<file path="src/rtl/wdog_pkg.sv">
// Package: shared state encoding and key constants for the watchdog arming
// controller. Assumes a 32-bit control word with the key in the upper half.
package wdog_pkg;
    typedef enum logic [1:0] {
        WD_IDLE   = 2'd0,
        WD_PRE    = 2'd1,
        WD_ACTIVE = 2'd2,
        WD_KEYED  = 2'd3
    } wd_state_e;

    localparam logic [15:0] KEY_ARM     = 16'hA5C6;
    localparam logic [15:0] KEY_CONFIRM = 16'hDA7E;
    localparam int          EN_BIT      = 14;
    localparam logic [1:0]  WDOG_MODE   = 2'd2;
endpackage

</file>
<file path="src/rtl/wdog_key_decode.sv">
// Key decoder: classifies a write to the control register by its key field.
// Assumes a single-cycle write strobe; purely combinational.
module wdog_key_decode #(
    parameter int              ADDR_W     = 8,
    parameter logic [ADDR_W-1:0] REG_OFFSET = 8'h28
) (
    input  logic              wr_en,
    input  logic [ADDR_W-1:0] wr_addr,
    input  logic [31:0]       wr_data,
    output logic              hit,
    output logic              key_arm,
    output logic              key_confirm,
    output logic              key_bad,
    output logic              en_bit
);
    import wdog_pkg::*;

    logic [15:0] key;
    logic        unused_bits;

    // Split the write word into key and enable fields.
    always_comb begin
        key         = wr_data[31:16];
        en_bit      = wr_data[EN_BIT];
        unused_bits = ^{wr_data[15], wr_data[13:0]};
    end

    // Classify the key of a write addressed to the register.
    always_comb begin
        hit         = wr_en && (wr_addr == REG_OFFSET);
        key_arm     = (key == KEY_ARM);
        key_confirm = (key == KEY_CONFIRM);
        key_bad     = !key_arm && !key_confirm;
    end
endmodule

</file>
<file path="src/rtl/wdog_timeout_ctr.sv">
// Timeout counter: counts ticks while run is high and flags expiry on the
// tick that completes TIMEOUT_TICKS. Cleared while idle or on restart.
module wdog_timeout_ctr #(
    parameter int TIMEOUT_TICKS = 1024
) (
    input  logic clk,
    input  logic rst_n,
    input  logic run,
    input  logic restart,
    input  logic tick,
    output logic expired
);
    localparam int CW = $clog2(TIMEOUT_TICKS + 1);
    localparam logic [CW-1:0] LAST = CW'(TIMEOUT_TICKS - 1);

    logic [CW-1:0] cnt;

    // Expiry fires when the final tick arrives and no restart is pending.
    always_comb begin
        expired = run && tick && !restart && (cnt == LAST);
    end

    // Tick counter, held at the last value once the budget is spent.
    always_ff @(posedge clk) begin
        if (!rst_n || !run || restart) begin
            cnt <= '0;
        end else if (tick && (cnt != LAST)) begin
            cnt <= cnt + 1'b1;
        end
    end
endmodule

</file>
<file path="src/rtl/wdog_arm_fsm.sv">
// Arming state machine: walks inactive -> pre-active -> active on the key
// sequence, tracks the two-step service, and latches the reset request.
// Assumes decoded key flags from wdog_key_decode.
module wdog_arm_fsm (
    input  logic               clk,
    input  logic               rst_n,
    input  logic               hit,
    input  logic               key_arm,
    input  logic               key_confirm,
    input  logic               key_bad,
    input  logic               en_bit,
    input  logic [1:0]         mode_sel,
    input  logic               expired,
    output wdog_pkg::wd_state_e state,
    output logic               service,
    output logic               req
);
    import wdog_pkg::*;

    wd_state_e state_nx;
    logic      armed;

    // Next-state decode for the key sequence.
    always_comb begin
        state_nx = state;
        service  = 1'b0;
        armed    = (state == WD_ACTIVE) || (state == WD_KEYED);
        if (hit) begin
            unique case (state)
                WD_IDLE: begin
                    if (key_arm && en_bit && (mode_sel == WDOG_MODE))
                        state_nx = WD_PRE;
                end
                WD_PRE: begin
                    if (key_arm && en_bit)          state_nx = WD_PRE;
                    else if (key_confirm && en_bit) state_nx = WD_ACTIVE;
                    else                            state_nx = WD_IDLE;
                end
                WD_ACTIVE: begin
                    if (key_arm) state_nx = WD_KEYED;
                end
                WD_KEYED: begin
                    if (key_confirm) begin
                        state_nx = WD_ACTIVE;
                        service  = 1'b1;
                    end
                end
                default: state_nx = WD_IDLE;
            endcase
        end
    end

    // State register.
    always_ff @(posedge clk) begin
        if (!rst_n) state <= WD_IDLE;
        else        state <= state_nx;
    end

    // Sticky reset request from a wrong key or an expired count.
    always_ff @(posedge clk) begin
        if (!rst_n)
            req <= 1'b0;
        else if ((armed && hit && key_bad) || expired)
            req <= 1'b1;
    end
endmodule

</file>
<file path="src/rtl/wdog_unlock_ctrl.sv">
// Top: key-sequenced watchdog arming controller. Ties the key decoder, the
// arming state machine and the timeout counter together and builds the
// status word seen on reads of the control register.
module wdog_unlock_ctrl #(
    parameter int                ADDR_W        = 8,
    parameter logic [ADDR_W-1:0] REG_OFFSET    = 8'h28,
    parameter int                TIMEOUT_TICKS = 1024
) (
    input  logic              clk,
    input  logic              rst_n,
    input  logic              wr_en,
    input  logic [ADDR_W-1:0] wr_addr,
    input  logic [31:0]       wr_data,
    input  logic [ADDR_W-1:0] rd_addr,
    output logic [31:0]       rd_data,
    input  logic [1:0]        mode_sel,
    input  logic              tick,
    output logic              rst_req
);
    import wdog_pkg::*;

    logic      hit, key_arm, key_confirm, key_bad, en_bit;
    logic      service, expired, run;
    wd_state_e fsm_state;

    wdog_key_decode #(.ADDR_W(ADDR_W), .REG_OFFSET(REG_OFFSET)) u_dec (
        .wr_en(wr_en), .wr_addr(wr_addr), .wr_data(wr_data),
        .hit(hit), .key_arm(key_arm), .key_confirm(key_confirm),
        .key_bad(key_bad), .en_bit(en_bit)
    );

    wdog_arm_fsm u_fsm (
        .clk(clk), .rst_n(rst_n), .hit(hit), .key_arm(key_arm),
        .key_confirm(key_confirm), .key_bad(key_bad), .en_bit(en_bit),
        .mode_sel(mode_sel), .expired(expired), .state(fsm_state),
        .service(service), .req(rst_req)
    );

    // Counter runs in both active states.
    always_comb begin
        run = (fsm_state == WD_ACTIVE) || (fsm_state == WD_KEYED);
    end

    wdog_timeout_ctr #(.TIMEOUT_TICKS(TIMEOUT_TICKS)) u_ctr (
        .clk(clk), .rst_n(rst_n), .run(run), .restart(service),
        .tick(tick), .expired(expired)
    );

    // Status word read mux.
    always_comb begin
        rd_data = '0;
        if (rd_addr == REG_OFFSET) begin
            rd_data[EN_BIT] = (fsm_state != WD_IDLE);
            rd_data[2]      = rst_req;
            rd_data[1:0]    = fsm_state;
        end
    end
endmodule

</file>
<file path="config.mk">
export PLATFORM = sky130hd
export DESIGN_NAME = wdog_unlock_ctrl
export DESIGN_NICKNAME = d
export VERILOG_FILES = /design/src/rtl/wdog_pkg.sv /design/src/rtl/wdog_key_decode.sv /design/src/rtl/wdog_timeout_ctr.sv /design/src/rtl/wdog_arm_fsm.sv /design/src/rtl/wdog_unlock_ctrl.sv
export SDC_FILE = /design/constraint.sdc
export NUM_CORES = 1
export LEC_CHECK = 0
export ABC_AREA = 1
export CORE_UTILIZATION = 36
export CTS_CLUSTER_SIZE = 8
export DETAILED_ROUTE_END_ITERATION = 12
export PLACE_DENSITY_LB_ADDON = 0.1
export SETUP_SLACK_MARGIN = 0.05
export SLEW_MARGIN = 5
export SYNTH_ARGS = -nofsm -noshare
export SYNTH_HDL_FRONTEND = slang
export SYNTH_SLANG_ARGS = --single-unit
</file>
<file path="constraint.sdc">
create_clock -name clk -period 2 [get_ports clk]
set_input_delay 0.5 -clock clk [delete_from_list [all_inputs] [get_ports clk]]
set_output_delay 0.5 -clock clk [all_outputs]
set_load 0.005 [all_outputs]
</file>
==> Implementation_results.wiki <==
{| class="wikitable"
! Metric !! Value
|-
| Clock sink total || 14
|-
| Total Die Area || 3773 sq um
|-
| Worst supply voltage drop on vdd || 0.2131 mV
|-
| Area share of the leading cell type in the synthesized netlist || 0.2205
|-
| Post-route clock skew || 0.0002699 ns
|-
| Aggregate global-route resource usage || 0.1396
|-
| Synth Area per Inst || 6.053 sq um
|-
| Mapped Area || 1271 sq um
|-
| CTS Buffer Depth || 2
|-
| Adder-Cell Fraction of Synth Area || 0.009843
|-
| Register bit total from synthesis || 14
|-
| Average detailed-routed wire length per instance || 7.801 um
|-
| Fin crit period || 1.888 ns
|-
| Vertical extent of the die || 61.43 um
|-
| Multiplexer share of the synthesized area || 0
|-
| Sequential element share of the synthesized area || 0.2205
|-
| Most area-consuming cells after synthesis || sky130_fd_sc_hd__dfxtp_1 22%, sky130_fd_sc_hd__nand2_1 17%, sky130_fd_sc_hd__buf_4 17%, sky130_fd_sc_hd__nor2_1 11%, sky130_fd_sc_hd__inv_1 8.3%
|-
| # rows || 21
|-
| Cell-internal power || 463.3 uW
|-
| Number of placed instances, taps included || 300
|-
| Maximum operating frequency || 529.6 MHz
|-
| Number of buffers added by the clock tree synthesis step || 3
|-
| XOR/XNOR share of the synthesized area || 0.04134
|-
| Slowest stage delay, CP || 0.16 ns
|-
| Vias || 1239
|-
| Count of placed standard cells in the final layout, fillers left out || 307
|-
| Ratio of total power to cell area || 352.9 nW/um^2
|-
| Total Routed Length || 2395 um
|-
| Most area-hungry cell type in the Yosys netlist || sky130_fd_sc_hd__dfxtp_1
|-
| Initial core utilization || 0.3780
|-
| Most common library cells after synthesis || 58 x sky130_fd_sc_hd__nand2_1, 36 x sky130_fd_sc_hd__nor2_1, 28 x sky130_fd_sc_hd__buf_4, 28 x sky130_fd_sc_hd__inv_1, 14 x sky130_fd_sc_hd__dfxtp_1
|-
| Count of unique library cells instantiated by Yosys || 23
|-
| Iter 0 DRT Violations || 41
|-
| Port buffer count || 43
|-
| Final net count || 317
|-
| Comb power frac || 0.210
|-
| Detail Route Antenna Nets || 0
|-
| Cell type with the highest occurrence count on the critical path || sky130_fd_sc_hd__buf_6
|-
| Fraction of registers with async set or reset after synthesis || 0
|-
| Switching pwr || 143.4 uW
|-
| Sequential cell fraction of total power || 0.459
|-
| Max-slew violations || 0
|-
| Largest net degree at the start of global routing || 12
|-
| Clock root buffer || sky130_fd_sc_hd__clkbuf_4
|-
| Post-layout util || 0.5112
|-
| CTS H-tree depth || 1
|-
| Cell count after synthesis || 210
|-
| EDFF count, synth || 0
|-
| Placeable core region || 3363 sq um
|-
| Die W || 61.43 um
|-
| Outcome || finished clean
|-
| Setup crit end kind || output pin
|-
| Global-route wire length before repair || 4008 um
|-
| LEAKAGE || 0.0007930 uW
|-
| Number of buffers inserted by hold repair at cts || 0
|-
| Routability congestion estimate || 0.7706
|-
| Endpoints failing setup || 0
|-
| Residual DRC || 0
|-
| Fraction of power spent switching nets || 0.2364
|-
| Layout overhead on the synthesized area || 35.24%
|-
| Average via count per standard cell || 4.036
|-
| Critical path peak fanout || 2
|-
| Clock network fraction of total power || 0.331
|-
| Initial antenna violation count || 0
|-
| Pre-antenna DRT Iters || 4
|-
| Library cell with the highest instance count after synthesis || sky130_fd_sc_hd__nand2_1
|-
| Setup repair after global routing missed its margin || false
|-
| TritonCTS clock tree || yes
|-
| Proportion of layout cells with a drive suffix above 1 || 0.1264
|-
| Crit Path Class || primary input to output pin
|-
| Number of max-cap violations || 0
|-
| Leftover overflow at the end of global routing || 0
|-
| Simple-gate portion of the synthesized area || 0.4281
|-
| Synth Warn # || 0
|-
| Cell at the slowest stage of the critical path || sky130_fd_sc_hd__clkdlybuf4s15_1
|-
| Most used DFF post-synth || sky130_fd_sc_hd__dfxtp_1
|-
| Main combinational cell family by area after synthesis || simple AND/OR/NAND/NOR gates
|-
| Final Hold Violating Endpoints || 0
|-
| Path category of the worst min-delay check || register to register
|-
| Worst-Skew Late Latency || 0.27 ns
|-
| Antenna Diode Count || 0
|-
| Clock transition time at the flip-flop clock pins of the worst setup and hold paths || 0.08 ns
|-
| Share of the cycle needed by the critical path after routing || 0.9441
|-
| Critical path data arrival time || 1.39 ns
|-
| Cells along the critical path || clkdlybuf4s15_1, inv_1, nor4_1, nand2_1, buf_6, buf_6, nor2_4, buf_2
|-
| Synth Area in Compound Gates || 0.03543
|-
| Via count of the first global-routing pass || 1001
|-
| Count of boundary I/O pins || 87
|-
| Half-perimeter wire length after detailed placement || 2003 um
|-
| Critical path launch point type || primary input
|-
| Required time of the critical path || 1.50 ns
|}
state kept, by name, summed over array words and instances, names as in the netlist:
signal and flops:
u_fsm.state 2, u_fsm.req 1, u_ctr.cnt 11
cell families (layout without fill, tap and decap cells):
kind of cell,Yosys count,in the layout
buf+inv,58,82
flops,14,14
fa+ha+maj,1,1
simple gates,121,121
xor+xnor,6,6
other cells,1,28
compound gates,9,9
cell usage in the layout (no fill, tap or decap), drive strengths merged:
master | synthesis | final
a21oi | 9 | 9
buf | 29 | 11
clkbuf | 0 | 9
clkdlybuf4s15 | 0 | 2
clkdlybuf4s50 | 0 | 31
conb | 1 | 28
dfxtp | 14 | 14
ha | 1 | 1
inv | 29 | 29
nand2 | 61 | 61
nand3 | 10 | 10
nand4 | 4 | 4
nor2 | 36 | 36
nor3 | 3 | 3
nor3b | 2 | 2
nor4 | 3 | 3
or2 | 2 | 2
xnor2 | 2 | 2
xor2 | 4 | 4
routing by layer:
metal	track usage	share of wire	wire, um	vias to the layer above
li1	-	-	-	690
met1	0.1942	0.48	1159	504
met2	0.2220	0.45	1071	43
met3	0.01891	0.057	136	2
met4	0.04762	0.011	27	0
met5	0	0	0	-
path summary, 6_finish.rpt:
check                                   start            end  slack, ns  cells after the start
worst min register to register  u_ctr.cnt[10]  u_ctr.cnt[10]       0.47                      2
worst max-delay path               rd_addr[3]    rd_data[14]       0.11                      8
worst max register to register   u_ctr.cnt[0]   u_ctr.cnt[5]       0.40                      9
worst min-delay path            u_ctr.cnt[10]  u_ctr.cnt[10]       0.47                      2
worst max-delay path, delay by kind of cell:
family | cells | cell delay (ns)
simple gates | 3 | 0.35
buf+inv | 5 | 0.54
power groups by stage:
stage	Clock, uW	Combinational (uW)	Sequential (uW)
2_1_floorplan	0	81.9	285
3_3_place_gp	0	130	285
3_5_place_dp	0	130	285
4_1_cts	212	127	278
5_1_grt	225	145	279
6_report	201	128	278
stage by stage:
stage	setup TNS [ns]	instance area (sq um)	worst slack, ns	hold slack, ns	total power, uW
after floorplan	0	1373	0.4684	0.4385	366.9
after global placement	-2.349	1674	-0.5078	0.4575	414.7
after detailed placement	-2.332	1674	-0.4960	0.4587	414.7
after CTS	-0.01236	1719	-0.01236	0.4726	617.2
after global routing	0	1719	0.03838	0.4979	648.0
final	0	1719	0.1118	0.4704	606.7
what timing repair did:
| item | 4_1_cts | 5_1_grt |
|---|---|---|
| setup buffers | 3 | 0 |
| resized for setup | 31 | 14 |
| endpoints found under the setup margin | 4 | 4 |
| pin swaps | 4 | 4 |
layout make-up:
class | instances | area [sq um]
repair buffers | 49 | 451.7
well taps | 46 | 57.56
flip-flops and latches | 14 | 280.3
clock buffers | 4 | 36.28
fillers | 368 | 1644
inverters | 29 | 111.4
multi-input cells | 165 | 782.0
Power figures use the tool's default switching activity.
